--- config.mk ---
export PLATFORM = sky130hd
export DESIGN_NAME = dbuf_stage_ctrl
export DESIGN_NICKNAME = d
export VERILOG_FILES = /design/src/rtl/stgc_pkg.sv /design/src/rtl/stgc_buf_pool.sv /design/src/rtl/stgc_order_q.sv /design/src/rtl/stgc_engine_track.sv /design/src/rtl/dbuf_stage_ctrl.sv
export SDC_FILE = /design/constraint.sdc
export NUM_CORES = 1
export LEC_CHECK = 0
export BUFFER_PORTS_ARGS = -buffer_cell sky130_fd_sc_hd__buf_2
export CAP_MARGIN = 30
export CORE_MARGIN = 4
export CORE_UTILIZATION = 30
export CTS_BUF_LIST = sky130_fd_sc_hd__clkbuf_16
export CTS_CLUSTER_SIZE = 30
export DETAILED_ROUTE_END_ITERATION = 8
export PLACE_DENSITY = 0.46
export SLEW_MARGIN = 20
export SYNTH_ARGS = -nofsm -noshare
export SYNTH_HDL_FRONTEND = slang
export SYNTH_HIERARCHICAL = 1
export SYNTH_SLANG_ARGS = --single-unit
--- constraint.sdc ---
create_clock -name clk -period 2.3 [get_ports clk]
set_input_delay 0.345 -clock clk [delete_from_list [all_inputs] [get_ports clk]]
set_output_delay 0.345 -clock clk [all_outputs]
set_load 0.005 [all_outputs]
--- src/rtl/stgc_pkg.sv ---
package stgc_pkg;

    typedef enum logic [1:0] {
        ENG_LOAD   = 2'd0,
        ENG_EXEC   = 2'd1,
        ENG_UNLOAD = 2'd2
    } eng_kind_e;

    // index width for a pool of n entries, at least one bit
    function automatic int unsigned idx_w(int unsigned n);
        return (n < 2) ? 1 : $clog2(n);
    endfunction

    // counter width able to hold values 0..n
    function automatic int unsigned cnt_w(int unsigned n);
        return $clog2(n + 1);
    endfunction

endpackage

--- src/rtl/stgc_buf_pool.sv ---
module stgc_buf_pool #(
    parameter int unsigned NBUF = 2,
    localparam int unsigned IW = stgc_pkg::idx_w(NBUF)
) (
    input  logic            clk,
    input  logic            rst,
    input  logic            alloc,
    input  logic            rel,
    input  logic [IW-1:0]   rel_idx,
    output logic            avail,
    output logic [IW-1:0]   alloc_idx,
    output logic [NBUF-1:0] busy
);
    logic [NBUF-1:0] busy_q;
    logic [NBUF-1:0] set_vec;
    logic [NBUF-1:0] clr_vec;

    always_comb begin
        avail     = 1'b0;
        alloc_idx = '0;
        for (int i = NBUF - 1; i >= 0; i--) begin
            if (!busy_q[i]) begin
                avail     = 1'b1;
                alloc_idx = IW'(i);
            end
        end
    end

    always_comb begin
        set_vec = '0;
        clr_vec = '0;
        if (alloc) set_vec[alloc_idx] = 1'b1;
        if (rel)   clr_vec[rel_idx]   = 1'b1;
    end

    always_ff @(posedge clk) begin
        if (rst) busy_q <= '0;
        else     busy_q <= (busy_q | set_vec) & ~clr_vec;
    end

    assign busy = busy_q;


    rel_owned_chk: assert property (@(posedge clk) disable iff (rst)
        rel |-> busy_q[rel_idx]);

    alloc_free_chk: assert property (@(posedge clk) disable iff (rst)
        alloc |-> !busy_q[alloc_idx]);

    rel_clear_chk: assert property (@(posedge clk) disable iff (rst)
        rel |=> !busy_q[$past(rel_idx)]);
endmodule

--- src/rtl/stgc_order_q.sv ---
module stgc_order_q #(
    parameter int unsigned DEPTH = 2,
    parameter int unsigned W     = 1,
    localparam int unsigned PW   = stgc_pkg::idx_w(DEPTH),
    localparam int unsigned CW   = stgc_pkg::cnt_w(DEPTH)
) (
    input  logic         clk,
    input  logic         rst,
    input  logic         push,
    input  logic [W-1:0] push_data,
    input  logic         pop,
    output logic [W-1:0] head,
    output logic         not_empty
);
    logic [W-1:0]  mem [DEPTH];
    logic [PW-1:0] rd_ptr;
    logic [PW-1:0] wr_ptr;
    logic [CW-1:0] count;

    function automatic logic [PW-1:0] step(logic [PW-1:0] p);
        return (p == PW'(DEPTH - 1)) ? '0 : p + 1'b1;
    endfunction

    always_ff @(posedge clk) begin
        if (rst) begin
            rd_ptr <= '0;
            wr_ptr <= '0;
            count  <= '0;
        end else begin
            if (push) wr_ptr <= step(wr_ptr);
            if (pop)  rd_ptr <= step(rd_ptr);
            case ({push, pop})
                2'b10:   count <= count + 1'b1;
                2'b01:   count <= count - 1'b1;
                default: count <= count;
            endcase
        end
    end

    always_ff @(posedge clk) begin
        if (push) mem[wr_ptr] <= push_data;
    end

    assign head      = mem[rd_ptr];
    assign not_empty = (count != '0);


    no_overflow_chk: assert property (@(posedge clk) disable iff (rst)
        (push && count == CW'(DEPTH)) |-> pop);

    no_underflow_chk: assert property (@(posedge clk) disable iff (rst)
        pop |-> count != '0);
endmodule

--- src/rtl/stgc_engine_track.sv ---
module stgc_engine_track #(
    parameter stgc_pkg::eng_kind_e KIND = stgc_pkg::ENG_LOAD,
    parameter int unsigned AW = 1,
    parameter int unsigned BW = 1
) (
    input  logic          clk,
    input  logic          rst,
    input  logic          start,
    input  logic [AW-1:0] start_a,
    input  logic [BW-1:0] start_b,
    input  logic          done,
    output logic          busy,
    output logic [AW-1:0] cur_a,
    output logic [BW-1:0] cur_b
);
    always_ff @(posedge clk) begin
        if (rst)        busy <= 1'b0;
        else if (start) busy <= 1'b1;
        else if (done)  busy <= 1'b0;
    end

    always_ff @(posedge clk) begin
        if (rst)        cur_a <= '0;
        else if (start) cur_a <= start_a;
    end

    generate
        if (KIND == stgc_pkg::ENG_EXEC) begin : g_second_idx
            always_ff @(posedge clk) begin
                if (rst)        cur_b <= '0;
                else if (start) cur_b <= start_b;
            end
        end else begin : g_single_idx
            assign cur_b = '0;
        end
    endgenerate


    start_idle_chk: assert property (@(posedge clk) disable iff (rst)
        start |-> !busy);

    done_owned_chk: assert property (@(posedge clk) disable iff (rst)
        done |-> busy);
endmodule

--- src/rtl/dbuf_stage_ctrl.sv ---
module dbuf_stage_ctrl #(
    parameter int unsigned IN_BUFS      = 2,
    parameter int unsigned OUT_BUFS     = 2,
    parameter int unsigned MAX_INFLIGHT = 2
) (
    input  logic clk,
    input  logic rst,
    input  logic in_valid,
    output logic in_ready,
    input  logic out_ready,
    output logic ld_start,
    output logic [stgc_pkg::idx_w(IN_BUFS)-1:0] ld_buf,
    input  logic ld_done,
    output logic ex_start,
    output logic [stgc_pkg::idx_w(IN_BUFS)-1:0] ex_in_buf,
    output logic [stgc_pkg::idx_w(OUT_BUFS)-1:0] ex_out_buf,
    input  logic ex_done,
    output logic ul_start,
    output logic [stgc_pkg::idx_w(OUT_BUFS)-1:0] ul_buf,
    input  logic ul_done,
    output logic [IN_BUFS-1:0] in_busy,
    output logic [OUT_BUFS-1:0] out_busy,
    output logic [stgc_pkg::cnt_w(MAX_INFLIGHT)-1:0] inflight
);
    localparam int unsigned IW = stgc_pkg::idx_w(IN_BUFS);
    localparam int unsigned OW = stgc_pkg::idx_w(OUT_BUFS);
    localparam int unsigned FW = stgc_pkg::cnt_w(MAX_INFLIGHT);

    logic          in_avail, out_avail;
    logic [IW-1:0] in_pick;
    logic [OW-1:0] out_pick;
    logic          ld_busy, core_busy, ul_busy;
    logic [IW-1:0] ld_cur, core_in;
    logic [OW-1:0] core_out, ul_cur;
    logic          ld_unused_b;
    logic          ul_unused_b;
    logic          loaded_ne, exec_ne;
    logic [IW-1:0] loaded_head;
    logic [OW-1:0] exec_head;
    logic [FW-1:0] inflight_q;

    // admission and phase launch decisions
    assign in_ready = in_avail && !ld_busy && (inflight_q < FW'(MAX_INFLIGHT));
    assign ld_start = in_valid && in_ready;
    assign ld_buf   = in_pick;

    assign ex_start   = loaded_ne && !core_busy && out_avail;
    assign ex_in_buf  = loaded_head;
    assign ex_out_buf = out_pick;

    assign ul_start = out_ready && exec_ne && !ul_busy;
    assign ul_buf   = exec_head;

    stgc_buf_pool #(.NBUF(IN_BUFS)) in_pool_i (
        .clk(clk), .rst(rst),
        .alloc(ld_start), .rel(ex_done), .rel_idx(core_in),
        .avail(in_avail), .alloc_idx(in_pick), .busy(in_busy)
    );

    stgc_buf_pool #(.NBUF(OUT_BUFS)) out_pool_i (
        .clk(clk), .rst(rst),
        .alloc(ex_start), .rel(ul_done), .rel_idx(ul_cur),
        .avail(out_avail), .alloc_idx(out_pick), .busy(out_busy)
    );

    stgc_engine_track #(.KIND(stgc_pkg::ENG_LOAD), .AW(IW), .BW(1)) ld_eng_i (
        .clk(clk), .rst(rst),
        .start(ld_start), .start_a(in_pick), .start_b(1'b0),
        .done(ld_done), .busy(ld_busy), .cur_a(ld_cur), .cur_b(ld_unused_b)
    );

    stgc_engine_track #(.KIND(stgc_pkg::ENG_EXEC), .AW(IW), .BW(OW)) core_eng_i (
        .clk(clk), .rst(rst),
        .start(ex_start), .start_a(loaded_head), .start_b(out_pick),
        .done(ex_done), .busy(core_busy), .cur_a(core_in), .cur_b(core_out)
    );

    stgc_engine_track #(.KIND(stgc_pkg::ENG_UNLOAD), .AW(OW), .BW(1)) ul_eng_i (
        .clk(clk), .rst(rst),
        .start(ul_start), .start_a(exec_head), .start_b(1'b0),
        .done(ul_done), .busy(ul_busy), .cur_a(ul_cur), .cur_b(ul_unused_b)
    );

    stgc_order_q #(.DEPTH(MAX_INFLIGHT), .W(IW)) loaded_q_i (
        .clk(clk), .rst(rst),
        .push(ld_done), .push_data(ld_cur), .pop(ex_start),
        .head(loaded_head), .not_empty(loaded_ne)
    );

    stgc_order_q #(.DEPTH(MAX_INFLIGHT), .W(OW)) exec_q_i (
        .clk(clk), .rst(rst),
        .push(ex_done), .push_data(core_out), .pop(ul_start),
        .head(exec_head), .not_empty(exec_ne)
    );

    always_ff @(posedge clk) begin
        if (rst) begin
            inflight_q <= '0;
        end else begin
            case ({ld_start, ul_done})
                2'b10:   inflight_q <= inflight_q + 1'b1;
                2'b01:   inflight_q <= inflight_q - 1'b1;
                default: inflight_q <= inflight_q;
            endcase
        end
    end

    assign inflight = inflight_q;


    inflight_cap_chk: assert property (@(posedge clk) disable iff (rst)
        inflight_q <= FW'(MAX_INFLIGHT));

    ex_src_loaded_chk: assert property (@(posedge clk) disable iff (rst)
        ex_start |-> in_busy[ex_in_buf]);

    ul_src_busy_chk: assert property (@(posedge clk) disable iff (rst)
        ul_start |-> out_busy[ul_buf]);

    full_stall_chk: assert property (@(posedge clk) disable iff (rst)
        (inflight_q == FW'(MAX_INFLIGHT)) |-> !in_ready);
endmodule

# Yosys cells after proc, flatten, opt, wreduce, memory -nomap -nowiden
# Memory sizes are Yosys's and may differ from the RTL's. A register that Yosys moved wholly into a read port is not among the register bits.
# Index checks and enable logic that the tools add are counted.
# op_classes
magnitude_cmp	9
mux	39
bitwise_logic	6
eq_ne	6
n_addsub	10
n_reduce_logical	22
# ops
cell	count
$mux W1	28
$reduce_bool A2 Y1	8
$pmux W2 S2	3
$logic_and A1 B1 Y1	11
$lt A1 B2 Y1 const B	4
$mux W2	4
$add A2 B1 Y2 const B	3
$eq A2 B1 Y1 const B	3
$eq A2 B2 Y1 const B	3
$sub A2 B1 Y2 const B	3
$add A1 B1 Y1 const B	4
$and A2 B2 Y2	2
$demux W1 S1	4
$ge A1 B1 Y1 const B	4
$not A2 Y2	2
$or A2 B2 Y2	2
$logic_not A1 Y1	3
$lt A2 B2 Y1 const B	1
# totals
in_bits	7
n_memories	2
elab_cells	110
register_bits	21
out_inout_bits	14
mem_bits_rw	4
# mem_list
memory	depth	word_bits	read_ports	rd_clocked_by_memory_dff	wr	line	source
exec_q_i.mem	2	1	1	1	1	stgc_order_q.sv:15	logic [W-1:0] mem [DEPTH];
loaded_q_i.mem	2	1	1	1	1	stgc_order_q.sv:15	

# Logic depth before layout (Yosys ltp)
# logic_depth
word_depth	9
depth_mapped	7
mapped_depth_nobuf	7

# Hierarchy
# Netlist, hierarchy kept.
# by_module_without_submodules
module	cells_per_inst	seq_area_each_um2	n_inst	area_each_um2
stgc_order_q	24	160.2	2	270.3
stgc_buf_pool	9	40.0	2	87.6
stgc_engine_track (ld_eng_i ...)	9	40.0	2	80.1
dbuf_stage_ctrl	17	40.0	1	123.9
stgc_engine_track (core_eng_i)	10	60.1	1	102.6

# Least setup slack after synthesis
# Ideal clock, no wire load.
# synth_timing
kind	reg2reg
start	reg loaded_q_i.count[0]
end	reg loaded_q_i.count[1]
t_required_ns	2.230
arrival_ns	1.709
path_buffers	0
setup_ns	0.070
stages_incl_launch_ff	7
synth_period_minus_slack_ns	1.779
path_slack_ns	0.521
cell_sequence	dfxtp_1 or2_2 nand2_1 nor2_1 ha_1 or3_1 a21oi_1
# synth_between
elab_chain_len	5
elab_cells_between_ends	9
classes_between	2 x add/sub; 2 x eq/ne; 1 x mux; 4 x reduce/logical
# synth_rtl
item	line	source
from (decl)	stgc_order_q.sv:18	logic [CW-1:0] count;
from (signal assigned)	stgc_order_q.sv:33	2'b10: count <= count + 1'b1;
from (signal assigned)	stgc_order_q.sv:34	2'b01: count <= count - 1'b1;
from (signal assigned)	stgc_order_q.sv:35	default: count <= count;
$reduce_bool A2 Y1 (*)	stgc_order_q.sv:45	assign not_empty = (count != '0);
via loaded_ne	dbuf_stage_ctrl.sv:37	logic loaded_ne, exec_ne;
$logic_and A1 B1 Y1 (*) (2 in a row)	dbuf_stage_ctrl.sv:47	assign ex_start = loaded_ne && !core_busy && out_avail;
via ex_start	dbuf_stage_ctrl.sv:14	output logic ex_start,
$eq A2 B1 Y1 or $eq A2 B2 Y1 (tied branches)	stgc_order_q.sv:32	case ({push, pop})
$pmux W2 S2 or $reduce_bool A2 Y1 (tied branches)	-	
# Mark *: on every way through the listed nets, which the timed path passes. The rest lies on a longest branch.
# A chain may end at the register's enable or synchronous reset.

# Final worst setup path
# layout_timing
start	reg exec_q_i.count[0]
end	reg exec_q_i.count[1]
# layout_between
elab_chain_len	5
elab_cells_between_ends	9
classes_between	2 x add/sub; 2 x eq/ne; 1 x mux; 4 x reduce/logical
# layout_rtl
item	line	source
from (decl)	stgc_order_q.sv:18	
from (signal assigned)	stgc_order_q.sv:33	
from (signal assigned)	stgc_order_q.sv:34	
from (signal assigned)	stgc_order_q.sv:35	
$reduce_bool A2 Y1 (*)	stgc_order_q.sv:45	
via exec_ne	dbuf_stage_ctrl.sv:37	
$logic_and A1 B1 Y1 (*) (2 in a row)	dbuf_stage_ctrl.sv:51	assign ul_start = out_ready && exec_ne && !ul_busy;
$eq A2 B1 Y1 or $eq A2 B2 Y1 (tied branches)	stgc_order_q.sv:32	
$pmux W2 S2 or $reduce_bool A2 Y1 (tied branches)	-	
# Marked as above.

==> impl_metrics.ini <==
[synth]
yosys_warnings = 6
syn_area_mm2 = 0.00108
syn_inst = 106
syn_nets = 116
syn_avg_cell_area_um2 = 10.2

[floorplanning]
die_area_mm2 = 0.00461
fp-row-count = 21
start_util_pct = 31.7
chipWidth_um = 67.9
core-area_mm2 = 0.00339
io_pins = 21
die_height_um = 67.9

[sta]
finalSetupViolations = 0
max_freq_mhz = 569
slew_viol_final = 0
tns_ps = 0
rsz0062_at_grt = no
finalHoldViolCount = 0
slew_headroom_pct = 67.6
min_period_over_period_pct = 76.3
finalClockSkew_ps = 1.27
tightestPinTransition_ps = 486
finalCriticalPeriod_ps = 1760

[setup_path]
cp_slowest_cell = dfxtp_1
reg2reg_from = exec_q_i/count[0]$_SDFFE_PP0P_
reg2reg_depth = 6
required_ps = 2480
r2r_slack_ps = 540
critPathCaptureType = flop
start_kind = flop
cp.arrival_ps = 1940
crit_fanout = 5
crit_start = exec_q_i/count[0]$_SDFFE_PP0P_
endpoint = exec_q_i/count[1]$_SDFFE_PP0P_
cp_cell_sequence = or2_2, nand2_1, nor2_1, ha_1, or3_1, a21oi_1
r2r-end = exec_q_i/count[1]$_SDFFE_PP0P_
crit_type = reg2reg
critical_path.max_stage_delay_ps = 370

[global_routing]
overflow = 0
grt_pass1_wl_um = 3430
grtUsageTotal_pct = 10.2
antenna_found_initial = 0
grt_pass1_vias = 793
grt_max_degree = 24

[finish]
fill_cells = 363
syn_to_final_growth_pct = 22.7
final_util_pct = 38.9
num_antenna_cells = 0
design_area_mm2 = 0.00132
nets = 142
drive_gt1_share_pct = 24.4

[power]
p_leak_nw = 0.568
p_clk_share_pct = 24.4
p_comb_share_pct = 32.6
seq_power_share_pct = 43.0
powerDensity_mw_per_mm2 = 1190
p_int_mw = 1.09
ir_worst_vdd_mv = 0.436
power_switching_mw = 0.482
switching_share_pct = 30.6

[clocking]
cts_resized = 0
htree_num_levels = 1
cts_inserted_buffers = 3
clockBufferDepth = 2
cts_num_sinks = 27
postCtsHoldBufs = 0
cts-root-buf = clkbuf_16
clk_latency_ps = 260
cts_tree = built
post-cts-setup-buffer-count = 0
cts.reportedPaths.clkPinSlew_ps = 60

[place]
port-buffer-count = 20
place_congestion = 0.722
placedInstanceArea_mm2 = 0.00124
dp_hpwl_um = 1480

[route]
drtPass1Iterations = 4
routed_wl_um = 2020
detail_route.vias_per_cell = 4.41
drtAntennaViolNets = 0
vias = 781
drcViolationCount = 0
wl_per_cell_um = 11.4
drtIter0Drc = 24

[min_path]
hold_class = in2reg

[job]
maxCapViolCount = 0

[run_status]
status = complete, no violations
[layer usage]
metal	wire length, um	vias to the layer above	share of wire [%]	global-route usage [%]
met5	0	-	0	0
met4	21	0	1.0	5.21
met3	87	2	4.3	2.46
met2	1000	12	50	17.1
met1	904	366	45	11.9
li1	-	401	-	-
[worst min-delay path by stage]
stage	start	depth (start not counted)	end	slack, ps
finish	ul_done	2	out_pool_i/busy[1]$_SDFF_PP0_	350
global route	ul_done	2	out_pool_i/busy[1]$_SDFF_PP0_	370
CTS	ul_done	2	out_pool_i/busy[1]$_SDFF_PP0_	350
detailed placement	ld_eng_i/cur_a$_SDFFE_PP0P_	0	loaded_q_i/mem[0]$_DFFE_PP_	440
global placement	core_eng_i/cur_b$_SDFFE_PP0P_	0	exec_q_i/mem[0]$_DFFE_PP_	440
floorplan	rst	1	core_eng_i/busy$_SDFFE_PP0P_	410
[stage by stage]
| step | worst slack (ps) | total power [mW] | cells | hold WS (ps) |
|---|---|---|---|---|
| finish | 544 | 1.57 | 177 | 347 |
| CTS | 517 | 1.60 | 177 | 349 |
| global route | 407 | 1.70 | 177 | 369 |
| global placement | 653 | 1.19 | 173 | 436 |
| detailed placement | 534 | 1.21 | 173 | 443 |
| floorplan | 521 | 1.04 | 106 | 414 |
[worst max-delay path: cells and delay by family, from the launching register on]
kind | cells | cell delay, ps
AND/OR/NAND/NOR | 4 | 830
flip-flops | 1 | 370
adder cells (fa/ha/maj) | 1 | 340
AO/OA/AOI/OAI | 1 | 150
[state kept, by name, summed over array words and instances, names as in the netlist, 2 cells and up, named ones only]
signal	count
out_pool_i/busy	2
loaded_q_i/count	2
loaded_q_i/mem	2
in_pool_i/busy	2
exec_q_i/mem	2
exec_q_i/count	2
inflight	2
[power by group through the flow]
stage | registers (mW) | logic (mW) | clock network (mW)
finish | 0.677 | 0.513 | 0.384
global route | 0.692 | 0.588 | 0.418
CTS | 0.679 | 0.523 | 0.396
detailed placement | 0.689 | 0.518 | 0
global placement | 0.683 | 0.505 | 0
floorplan | 0.674 | 0.363 | 0
[cell usage in the layout, fill, tap and decap left out, drive strengths merged, types with 4 or more instances in the layout]
cell / instances
nand2: 5
mux2i: 4
edfxtp: 4
inv: 7
nor2: 19
dfxtp: 23
xnor2: 7
buf: 21
a21oi: 8
nor2b: 4
[layout make-up]
cell class | instances | area (um^2) | area share, %
well taps | 46 | 57.6 | 4.36
clock inverters | 1 | 3.75 | 0.284
inverters | 6 | 22.5 | 1.71
repair buffers | 21 | 108 | 8.15
flip-flops and latches | 27 | 581 | 44.0
clock buffers | 3 | 75.1 | 5.69
multi-input cells | 73 | 473 | 35.8
Note: power is estimated with default switching activity, not from simulation.
